--- config.mk ---
export PLATFORM = sky130hd
export DESIGN_NAME = pci_mst_parity
export DESIGN_NICKNAME = d
export VERILOG_FILES = /design/src/rtl/par_pkg.sv /design/src/rtl/par_datapath.sv /design/src/rtl/par_control.sv /design/src/rtl/pci_mst_parity.sv
export SDC_FILE = /design/constraint.sdc
export NUM_CORES = 1
export LEC_CHECK = 0
export BUFFER_PORTS_ARGS = -buffer_cell sky130_fd_sc_hd__buf_2
export CAP_MARGIN = 5
export CORE_MARGIN = 2
export CORE_UTILIZATION = 37
export DETAILED_ROUTE_END_ITERATION = 6
export PLACE_DENSITY = 0.88
export SKIP_LAST_GASP = 1
export SLEW_MARGIN = 20
export SYNTH_ARGS = -nofsm -noshare
export SYNTH_HDL_FRONTEND = slang
export SYNTH_SLANG_ARGS = --single-unit
--- constraint.sdc ---
create_clock -name clk -period 1.6 [get_ports clk]
set_clock_uncertainty 0.15 [all_clocks]
set_input_delay 0 -clock clk [delete_from_list [all_inputs] [get_ports clk]]
set_output_delay 0 -clock clk [all_outputs]
set_load 0.005 [all_outputs]
--- src/rtl/par_pkg.sv ---
package par_pkg;
  parameter int LANES     = 2;
  parameter int LANE_AD_W = 32;
  parameter int LANE_BE_W = 4;
  localparam int AD_W  = LANES * LANE_AD_W;
  localparam int BE_W  = LANES * LANE_BE_W;

  typedef enum logic [1:0] {
    PH_IDLE  = 2'd0,
    PH_ADDR  = 2'd1,
    PH_WDATA = 2'd2,
    PH_RDATA = 2'd3
  } phase_e;

  typedef struct packed {
    logic             load;
    logic [LANES-1:0] check;
  } dpStrb_t;
endpackage

--- src/rtl/par_datapath.sv ---
module par_datapath
  import par_pkg::*;
(
  input  logic             clk,
  input  logic             rstN,
  input  logic [AD_W-1:0]  adBus,
  input  logic [BE_W-1:0]  cbeN,
  input  logic [LANES-1:0] parInV,
  input  dpStrb_t          strb,
  output logic [LANES-1:0] parQ,
  output logic [LANES-1:0] laneErr
);
  for (genvar l = 0; l < LANES; l++) begin : g_lane
    logic lanePar;
    assign lanePar = ^{cbeN[l*LANE_BE_W +: LANE_BE_W], adBus[l*LANE_AD_W +: LANE_AD_W]};

    always_ff @(posedge clk or negedge rstN) begin
      if (!rstN)          parQ[l] <= 1'b0;
      else if (strb.load) parQ[l] <= lanePar;
    end

    assign laneErr[l] = strb.check[l] & (parInV[l] ^ parQ[l]);
  end
endmodule

--- src/rtl/par_control.sv ---
module par_control
  import par_pkg::*;
(
  input  logic             clk,
  input  logic             rstN,
  input  logic [1:0]       phase,
  input  logic             mode64,
  input  logic             parRespEn,
  input  logic             tgtPerrN,
  input  logic             cpuOrigin,
  input  logic             clrDetParErr,
  input  logic             clrMstDataPar,
  input  logic             clrCpuErr,
  input  logic [LANES-1:0] laneErr,
  output dpStrb_t          strb,
  output logic [LANES-1:0] laneOe,
  output logic             perrN,
  output logic             detParErr,
  output logic             mstDataPar,
  output logic             cpuErrFlag,
  output logic             irq
);
  phase_e phaseE;
  logic   driveQ, readQ, wideQ, cpuQ, perrQ;
  logic   anyErr, mdpSet, cpuSet;

  assign phaseE = phase_e'(phase);

  always_ff @(posedge clk or negedge rstN) begin
    if (!rstN) begin
      driveQ <= 1'b0;
      readQ  <= 1'b0;
      wideQ  <= 1'b0;
      cpuQ   <= 1'b0;
    end else begin
      driveQ <= (phaseE == PH_ADDR) || (phaseE == PH_WDATA);
      readQ  <= (phaseE == PH_RDATA);
      wideQ  <= mode64;
      cpuQ   <= cpuOrigin;
    end
  end

  assign strb.load = (phaseE != PH_IDLE);

  for (genvar l = 0; l < LANES; l++) begin : g_lane
    if (l == 0) begin : g_base
      assign strb.check[l] = readQ;
      assign laneOe[l]     = driveQ;
    end else begin : g_wide
      assign strb.check[l] = readQ & wideQ;
      assign laneOe[l]     = driveQ & wideQ;
    end
  end

  assign anyErr = |laneErr;
  assign mdpSet = parRespEn & (anyErr | ~tgtPerrN);
  assign cpuSet = parRespEn & ((anyErr & cpuQ) | (~tgtPerrN & cpuOrigin));

  always_ff @(posedge clk or negedge rstN) begin
    if (!rstN) begin
      perrQ      <= 1'b0;
      detParErr  <= 1'b0;
      mstDataPar <= 1'b0;
      cpuErrFlag <= 1'b0;
    end else begin
      perrQ      <= anyErr & parRespEn;
      detParErr  <= anyErr | (detParErr  & ~clrDetParErr);
      mstDataPar <= mdpSet | (mstDataPar & ~clrMstDataPar);
      cpuErrFlag <= cpuSet | (cpuErrFlag & ~clrCpuErr);
    end
  end

  assign perrN = ~perrQ;
  assign irq   = cpuErrFlag;
endmodule

--- src/rtl/pci_mst_parity.sv ---
module pci_mst_parity
  import par_pkg::*;
(
  input  logic            clk,
  input  logic            rstN,
  input  logic [1:0]      phase,
  input  logic [AD_W-1:0] adBus,
  input  logic [BE_W-1:0] cbeN,
  input  logic            mode64,
  input  logic            parIn,
  input  logic            par64In,
  input  logic            parRespEn,
  input  logic            tgtPerrN,
  input  logic            cpuOrigin,
  input  logic            clrDetParErr,
  input  logic            clrMstDataPar,
  input  logic            clrCpuErr,
  output logic            parOut,
  output logic            par64Out,
  output logic            parOe,
  output logic            par64Oe,
  output logic            perrN,
  output logic            detParErr,
  output logic            mstDataPar,
  output logic            cpuErrFlag,
  output logic            irq
);
  dpStrb_t          strb;
  logic [LANES-1:0] parQ, laneErr, laneOe;

  par_datapath u_dp (
    .clk     (clk),
    .rstN    (rstN),
    .adBus   (adBus),
    .cbeN    (cbeN),
    .parInV  ({par64In, parIn}),
    .strb    (strb),
    .parQ    (parQ),
    .laneErr (laneErr)
  );

  par_control u_ctl (
    .clk           (clk),
    .rstN          (rstN),
    .phase         (phase),
    .mode64        (mode64),
    .parRespEn     (parRespEn),
    .tgtPerrN      (tgtPerrN),
    .cpuOrigin     (cpuOrigin),
    .clrDetParErr  (clrDetParErr),
    .clrMstDataPar (clrMstDataPar),
    .clrCpuErr     (clrCpuErr),
    .laneErr       (laneErr),
    .strb          (strb),
    .laneOe        (laneOe),
    .perrN         (perrN),
    .detParErr     (detParErr),
    .mstDataPar    (mstDataPar),
    .cpuErrFlag    (cpuErrFlag),
    .irq           (irq)
  );

  assign parOut   = parQ[0];
  assign par64Out = parQ[1];
  assign parOe    = laneOe[0];
  assign par64Oe  = laneOe[1];
endmodule

Yosys cells after proc, flatten, opt, wreduce, memory -nomap -nowiden:

Cells that the tools add are included.
Widths: inputs -> output; s select.

* flip-flop bits (word level): 10
* output and inout bits: 9
* logic and storage cells: 42
* input bits: 85

* bitwise gates (word level): 24
* reductions and logical operators: 5
* equality and inequality tests: 3

Operator list (count)
* $reduce_xor 36->1: 2
* $and 1x1->1: 12
* $not 1->1: 5
* $or 1x1->1: 5
* $eq 2x2->1 const B: 2
* $eq 2x1->1 const B: 1
* $reduce_bool 2->1: 1
* $reduce_or 2->1: 1
* $xor 1x1->1: 2
* $logic_or 1x1->1: 1

Depth between registers and ports, before layout:

Gate-level depths: netlist (run 1).

* word-level depth: 7
* gate-level depth with buffers: 6
* depth with buffers taken out: 6

Cells and area by module:

A second synthesis (run 1) with hierarchy kept.

* cell total of the unflattened synthesis: 107
* area, all modules: 1057.3 µm²

Modules (own cells, without submodules)
* par_datapath: sequential area each 50.0 µm², instances 1, area an instance 720.7 µm², cells an instance 78
* par_control: sequential area each 200.2 µm², instances 1, area an instance 336.6 µm², cells an instance 29

Least setup slack after synthesis (run 1):

Ideal clock, no wire load.

* path type: input -> register
* start point: in adBus[26]
* end point: reg u_dp.parQ[0]
* data arrival time: 1.231 ns
* slack: 0.094 ns
* path buffers: 0
* setup time: 0.125 ns
* required time: 1.325 ns
* stages: 6
* cell sequence: xor2_1 -> xnor2_1 -> xnor2_1 -> xnor3_1 -> xnor2_1 -> mux2_2

* cells in the longest elaborated chain, start to end: 1

Ends and longest elaborated chain
* start, declared: RTL line pci_mst_parity.sv:7 `input logic [AD_W-1:0] adBus,`
* $reduce_xor 36->1: RTL line par_datapath.sv:15 `assign lanePar = ^{cbeN[l*LANE_BE_W +: LANE_BE_W], adBus[l*LANE_AD_W +: LANE_AD_W]};`
* end signal, assigned by index: RTL line par_datapath.sv:19 `else if (strb.load) parQ[l] <= lanePar;`
* end, declared: RTL line par_datapath.sv:10 `output logic [LANES-1:0] parQ,`

No other way between the ends.
A chain may end at the register's enable or synchronous reset.

Final worst setup path (run 1):

* start point: reg u_dp.parQ[1]
* end point: reg u_ctl.mstDataPar

* cells in the longest elaborated chain, start to end: 6

Ends and longest elaborated chain
* $xor 1x1->1: RTL line par_datapath.sv:22 `assign laneErr[l] = strb.check[l] & (parInV[l] ^ parQ[l]);`
* $and 1x1->1: RTL line par_datapath.sv:22
* $reduce_or 2->1: RTL line par_control.sv:55 `assign anyErr = |laneErr;`
* $or 1x1->1: RTL line par_control.sv:56 `assign mdpSet = parRespEn & (anyErr | ~tgtPerrN);`
* $and 1x1->1: RTL line par_control.sv:56
* $or 1x1->1: RTL line par_control.sv:68 `mstDataPar <= mdpSet | (mstDataPar & ~clrMstDataPar);`
* end signal, assigned: RTL line par_control.sv:68
* end, declared: RTL line par_control.sv:19 `output logic mstDataPar,`

No other way between the ends.

==> run metrics, run 1 <==
ant diodes=0; final hold vios=0; max capacitance violation total=0; Final setup viols=0; Total GRT Usage=14.9%; max_slew headroom=68.8%; DR pass1 iterations=4; vias post-DR=1051; root buf cell=clkbuf_4; most common cell after layout, fill and taps aside=buf_2; Core Region=2710 um2; clk sinks=10; period utilization=93.8%; critical path peak fanout=3; VDD IR max=0.664 mV; number of remaining DRC errors=0; worst hold path class=in2reg; Ys Warns=0; Netlist cell types=16; Yosys top cell area share=46.9%; Final TNS setup=0 ps; gpl congestion=0.671; critical path arrival=1500 ps; total gr overflow=0; Pwr Density=867 nW/um2; vias in the first global route=1043; syn nets=188; mapped cell area=1040 um2; Worst Max-Slew Pin Slew=466 ps; register area share after synthesis=24.0%; Final Cell Area=1710 um2; Initial Util=38.6%; Worst setup SP type=flop; # rows=19; CP Class=reg2reg; top cells by area, synth=xnor2_1 (47%), dfrtp_1 (24%), xor2_1 (8.4%), xnor3_1 (4.3%), xnor2_2 (3.1%); CTS H-tree lvls=1; Yosys reg bits=10; area of the multi-input gates=761 um2; CTS tree=built; die area=3260 um2; RSZ-0062 raised after global routing=false; CTS clk-pin slew, worst paths=80 ps; cts repair resizes=0; wire per inst=9.84 um; status=finished, final reports clean; Syn Inst Count=101; die height=57.1 um; Post-DRT Antenna Nets=0; clock latency on the worst-skew pair=270 ps; largest net degree at the start of global routing=11; first-pass GRT wire length=3.86 mm; CTS max path bufs=2; most frequent cells in the layout=buf_2 (93), xnor2_1 (56), dlygate4sd3_1 (12), xor2_1 (10), dfrtp_1 (10); Routed WL=2.38 mm; Layout area overhead=64.0%; Post-Place Worst Slack=-90.5 ps; # nets final=299; fmax=667 MHz; CP Capture Type=flop; post-DR vias/cell=4.34; share of layout cells above drive strength 1=48.8%; max-slew violations=0; setup ws final=99.9 ps; synthesized area per cell=10.3 um2; LEAKAGE=0.861 nW; TritonCTS buffer count=3; fin crit period=1500 ps; HPWL after detailed placement=1.95 mm; fin util=63.2%; antenna violations before repair=0; Hold Slack=88.5 ps; die width=57.1 um; IO Port Bufs=93; num ports=94; cell taking the most area after synthesis=xnor2_1; placed inst area=1550 um2; register area=250 um2; Required @ worst endpoint=1600 ps; # fillers=234; Iter 0 DRT Violations=4
==> power breakdown <==
part	internal (mW)	leakage, nW	switching (mW)
registers	0.309	0.122	0.0348
clock network	0.138	0.0210	0.0962
logic	0.591	0.718	0.316
total	1.04	0.861	0.447
==> final cells by class <==
cell class / count / share of cell area, %
Multi-Input combinational cell: 83 / 44.4
Timing Repair Buffer: 107 / 35.1
Inverter: 7 / 1.53
Tap cell: 31 / 2.26
Sequential cell: 10 / 14.6
Clock buffer: 4 / 2.12
==> worst max-delay path, cell delays in order (launching register included) <==
cell	delay, ps
dfrtp_1	400
xor2_1	170
a21oi_1	130
nor2b_1	80
and2_1	180
a221o_1	270
==> cells by family after synthesis <==
| kind of cell | share of synthesized area, % |
|---|---|
| and+or+nand+nor | 2.52 |
| adders and majority gates | 2.39 |
| muxes | 2.16 |
| AOI/OAI and AO/OA | 2.99 |
| xor gates and xnor gates | 62.8 |
| buffers and inverters | 3.23 |
| DFF | 24.0 |
==> stage by stage <==
| stage | total power, mW | std cells |
|---|---|---|
| 2_1_floorplan | 0.975 | 101 |
| 3_3_place_gp | 1.21 | 225 |
| 3_5_place_dp | 1.22 | 225 |
| 4_1_cts | 1.48 | 241 |
| 5_1_grt | 1.60 | 242 |
| 6_report | 1.48 | 242 |
==> worst paths after layout <==
check,start,to,slack [ps],cells after the start
max in group asynchronous,rstN,u_dp.parQ[0]$_DFFE_PN0P_,360,3
worst max-delay path,u_dp.parQ[1]$_DFFE_PN0P_,u_ctl.mstDataPar$_DFF_PN0_,100,5
worst max register to register,u_dp.parQ[1]$_DFFE_PN0P_,u_ctl.mstDataPar$_DFF_PN0_,100,5
worst min register to register,u_ctl.cpuQ$_DFF_PN0_,u_ctl.cpuErrFlag$_DFF_PN0_,310,2
min in group asynchronous,rstN,u_ctl.detParErr$_DFF_PN0_,620,3
worst min-delay path,parIn,u_ctl.detParErr$_DFF_PN0_,90,5
==> state kept, by name (all words and copies together) (netlist names) <==
signal and cells:
u_ctl.mstDataPar 1, u_dp.parQ 2, u_ctl.detParErr 1, u_ctl.cpuQ 1
u_ctl.perrQ 1, u_ctl.driveQ 1, u_ctl.cpuErrFlag 1, u_ctl.wideQ 1
u_ctl.readQ 1
==> Yosys cell counts, drive strengths merged <==
library cell and count:
inv 7, and2 2, nor2b 1, mux2 2
xnor2 58, buf 1, a21o 1, dfrtp 10
ha 2, a21oi 1, xnor3 2, nand2 2
xor2 10, a221o 1, a32oi 1
==> routing by layer <==
metal  up-vias  share of wire [%]  wire (um)  track usage (%)
li1        529                  -          -                -
met3         2                9.9        237             2.95
met2        64                 54       1290             30.4
met4         0               0.46         11             4.65
met5         -                  0          0                0
met1       456                 35        842             14.8
==> what timing repair did <==
item	CTS	global route
endpoints found under the setup margin	0	1
endpoints found under the hold margin	18	0
hold buffers	12	0
buffers inserted	0	1
No activity file was read; power rests on OpenSTA's default activity.
==> run 2: changes to the inputs <==
Settings changed: CORE_MARGIN 2 to default.
==> run metrics, run 2 (same netlist as run 1, synthesis figures left out) <==
status=finished, final reports clean; Non-Filler Instances=240; Layout area overhead=62.8%; die area=3040 um2; # rows=18; vias in the first global route=947; RSZ-0062 raised after global routing=false; TritonCTS buffer count=3; Core Region=2570 um2; clock latency on the worst-skew pair=260 ps; Post-Place Worst Slack=-119 ps; CTS H-tree lvls=1; Routed WL=2.30 mm; post-DR vias/cell=4.30; Pwr Density=818 nW/um2; num ports=94; antenna violations before repair=0; worst hold path class=in2reg; ant diodes=0; Post-DRT Antenna Nets=0; largest net degree at the start of global routing=11; IO Port Bufs=93; most common cell after layout, fill and taps aside=buf_2; first-pass GRT wire length=3.41 mm; VDD IR max=0.641 mV; largest reg by FF count=u_dp.parQ; critical path arrival=1490 ps; max FFs per register=2; max-slew violations=0; fin crit period=1490 ps; CP Class=in2reg; number of remaining DRC errors=0; cts repair resizes=0; Worst setup SP type=input port; wire per inst=9.58 um; Total GRT Usage=16.2%; Iter 0 DRT Violations=5; CTS clk-pin slew, worst paths=60 ps; critical path peak fanout=2; share of layout cells above drive strength 1=48.1%; DR pass1 iterations=3; CP Capture Type=flop; die width=55.1 um; period utilization=93.4%; Final setup viols=0; final hold vios=0; Worst Max-Slew Pin Slew=451 ps; max capacitance violation total=0; area of the multi-input gates=761 um2; LEAKAGE=0.853 nW; die height=55.1 um; placed cells=224; vias post-DR=1033; fin util=66.2%; gpl congestion=0.649; Initial Util=40.7%; HPWL after detailed placement=1.88 mm; CTS tree=built; fmax=669 MHz; max_slew headroom=69.8%; most frequent cells in the layout=buf_2 (93), xnor2_1 (56), dlygate4sd3_1 (13), xor2_1 (10), dfrtp_1 (10); CTS max path bufs=2; Final TNS setup=0 ps; root buf cell=clkbuf_4; clk sinks=10; setup ws final=105 ps; Required @ worst endpoint=1600 ps; # nets final=299; # fillers=222; total gr overflow=0; register area=250 um2
run 2: final timing paths:
kind,endpoint,slack (ps),from,depth (start not counted)
max,u_ctl.cpuErrFlag$_DFF_PN0_,110,tgtPerrN,6
min,u_ctl.detParErr$_DFF_PN0_,90,parIn,5
max reg2reg,u_ctl.mstDataPar$_DFF_PN0_,130,u_dp.parQ[1]$_DFFE_PN0P_,5
min reg2reg,u_ctl.cpuErrFlag$_DFF_PN0_,300,u_ctl.cpuQ$_DFF_PN0_,2
max in group asynchronous,u_ctl.cpuErrFlag$_DFF_PN0_,370,rstN,3
min in group asynchronous,u_dp.parQ[1]$_DFFE_PN0P_,620,rstN,3
run 2: final cells by class:
class	count	area share [%]
Multi-Input combinational cell	83	44.7
Timing Repair Buffer	107	35.5
Sequential cell	10	14.7
Tap cell	30	2.21
Inverter	7	1.55
Clock buffer	3	1.32
run 2: repair_timing:
item                      4_1_cts  5_1_grt
hold buffers                   13        0
hold endpoints to repair       18        0
setup buffers                   0        0
run 2: metrics by stage:
step	power, mW	hold WS, ps	instance area [um2]
floorplan	0.975	-446	1040
global placement	1.20	-279	1550
detailed placement	1.22	-278	1550
CTS	1.41	88.8	1700
global route	1.51	101	1700
finish	1.39	87.0	1700
run 2: where the power goes:
group | total, mW | internal, mW | switching, mW
clock | 0.162 | 0.0863 | 0.0756
sequential | 0.342 | 0.309 | 0.0328
combinational | 0.887 | 0.578 | 0.309
total | 1.39 | 0.973 | 0.418
run 2: critical path: stages:
cell and delay, ps:
dlygate4sd3_1 550, buf_2 110, inv_1 40, a32oi_1 170, dlygate4sd3_1 570, nand2_1 50
run 2: metal layers:
metal  GRT usage, %  routed length (um)
met5              0                   0
met4           5.00                  14
met3           4.64                 257
met2           34.9                1300
met1           13.4                 727
==> run 3: changes to the inputs <==
Settings changed: BUFFER_PORTS_ARGS -buffer_cell sky130_fd_sc_hd__buf_2 to default, CORE_UTILIZATION 37 to 62, DONT_BUFFER_PORTS from default to 1, PLACE_DENSITY 0.88 to 0.86.
==> run metrics, run 3 (same netlist as run 1, synthesis figures left out) <==
antenna violations before repair=0; vias in the first global route=784; max FFs per register=2; largest reg by FF count=u_dp.parQ; max-slew violations=0; Pwr Density=1060 nW/um2; Largest stage delay, worst path=440 ps; CTS H-tree lvls=1; HPWL after detailed placement=1.68 mm; Iter 0 DRT Violations=8; max_slew headroom=71.1%; largest net degree at the start of global routing=11; period utilization=95.1%; Worst Max-Slew Pin Slew=433 ps; # nets final=206; most frequent cells in the layout=xnor2_1 (56), dlygate4sd3_1 (14), xor2_1 (10), dfrtp_1 (9), inv_1 (7); die width=43.1 um; total gr overflow=0; CP Class=reg2reg; RSZ-0062 raised after global routing=false; gpl congestion=0.663; # fillers=102; share of layout cells above drive strength 1=8.47%; Layout area overhead=18.4%; clock latency on the worst-skew pair=270 ps; clk sinks=10; VDD IR max=0.659 mV; Slowest-stage cell, CP=dfrtp_2; first-pass GRT wire length=3.17 mm; Final TNS setup=0 ps; WP buf/inv=0; critical path arrival=1520 ps; crit-path cells=xor2_1, a21oi_1, nor2b_1, and2_4, a221o_1; cell family with most CP delay=flip-flops; die height=43.1 um; root buf cell=clkbuf_4; Total GRT Usage=23.9%; status=finished, final reports clean; CP Capture Type=flop; Tot Pwr=1.31 mW; critical path peak fanout=3; register area=251 um2; IO Port Bufs=0; CTS clk-pin slew, worst paths=70 ps; most common cell after layout, fill and taps aside=xnor2_1; fin crit period=1520 ps; num ports=94; TritonCTS buffer count=3; Core Region=1540 um2; wire per inst=15.7 um; ant diodes=0; area of the multi-input gates=763 um2; worst hold path class=in2reg; Final setup viols=0; number of remaining DRC errors=0; LEAKAGE=0.492 nW; CTS tree=built; CTS max path bufs=2; vias post-DR=748; Routed WL=2.11 mm; Post-DRT Antenna Nets=0; Required @ worst endpoint=1600 ps; DR pass1 iterations=4; Worst setup SP type=flop; post-DR vias/cell=5.58; die area=1850 um2; final hold vios=0; # rows=14; max capacitance violation total=0; Initial Util=67.8%; fmax=657 MHz
-- run 3: cell count changes in the layout (fill, tap and decap cells not counted), sizes merged --
cell | before | now
buf | 94 | 0
clkbuf | 3 | 4
dlygate4sd3 | 13 | 14
-- run 3: timing repair --
| action | 4_1_cts | 5_1_grt |
|---|---|---|
| hold buffers | 14 | 0 |
| endpoints found under the hold margin | 20 | 0 |
| resized for setup | 0 | 2 |
| setup endpoints to repair | 0 | 1 |
| buffers inserted | 0 | 0 |
-- run 3: metal layers --
| metal | part of all wire, % | track usage, % |
|---|---|---|
| met3 | 10 | 4.68 |
| met4 | 1.8 | 9.09 |
| met5 | 0 | 0 |
| met1 | 29 | 20.7 |
| met2 | 59 | 50.6 |
-- run 3: report_power, final --
group / internal, mW / switching (mW)
logic: 0.465 / 0.249
clock network: 0.138 / 0.0918
registers: 0.311 / 0.0546
-- run 3: area by class of cell --
cell class	count	area share (%)
timing repair buffer	14	11.3
clock buffer	4	2.93
tap	16	1.62
sequential	10	20.3
multi-input combinational	83	61.7
inverter	7	2.12
-- run 3: path summary, 6_finish.rpt --
| check | start | end | slack (ps) | cells after the start |
|---|---|---|---|---|
| min reg2reg | u_ctl.cpuQ$_DFF_PN0_ | u_ctl.cpuErrFlag$_DFF_PN0_ | 330 | 2 |
| max | u_dp.parQ[1]$_DFFE_PN0P_ | u_ctl.mstDataPar$_DFF_PN0_ | 80 | 5 |
| max reg2reg | u_dp.parQ[1]$_DFFE_PN0P_ | u_ctl.mstDataPar$_DFF_PN0_ | 80 | 5 |
| max in group asynchronous | rstN | u_dp.parQ[1]$_DFFE_PN0P_ | 470 | 2 |
| min | par64In | u_ctl.detParErr$_DFF_PN0_ | 20 | 4 |
| min in group asynchronous | rstN | u_dp.parQ[0]$_DFFE_PN0P_ | 510 | 2 |
-- run 3: stage by stage --
step	hold WS [ps]	util, %	worst slack, ps	cells	instance area [um2]
final	16.9	80.3	78.6	134	1240
after global routing	44.6	80.3	27.2	134	1240
after CTS	8.78	80.0	62.0	134	1230
after detailed placement	-445	68.6	2.79	116	1060
after global placement	-445	68.6	56.9	116	1060
after floorplan	-446	-	93.9	101	1040
-- run 3: worst reg2reg max path: stages, from the launching register on --
cell,delay [ps]
dfrtp_2,440
xor2_1,170
a21oi_1,140
nor2b_1,70
and2_4,170
a221o_1,260
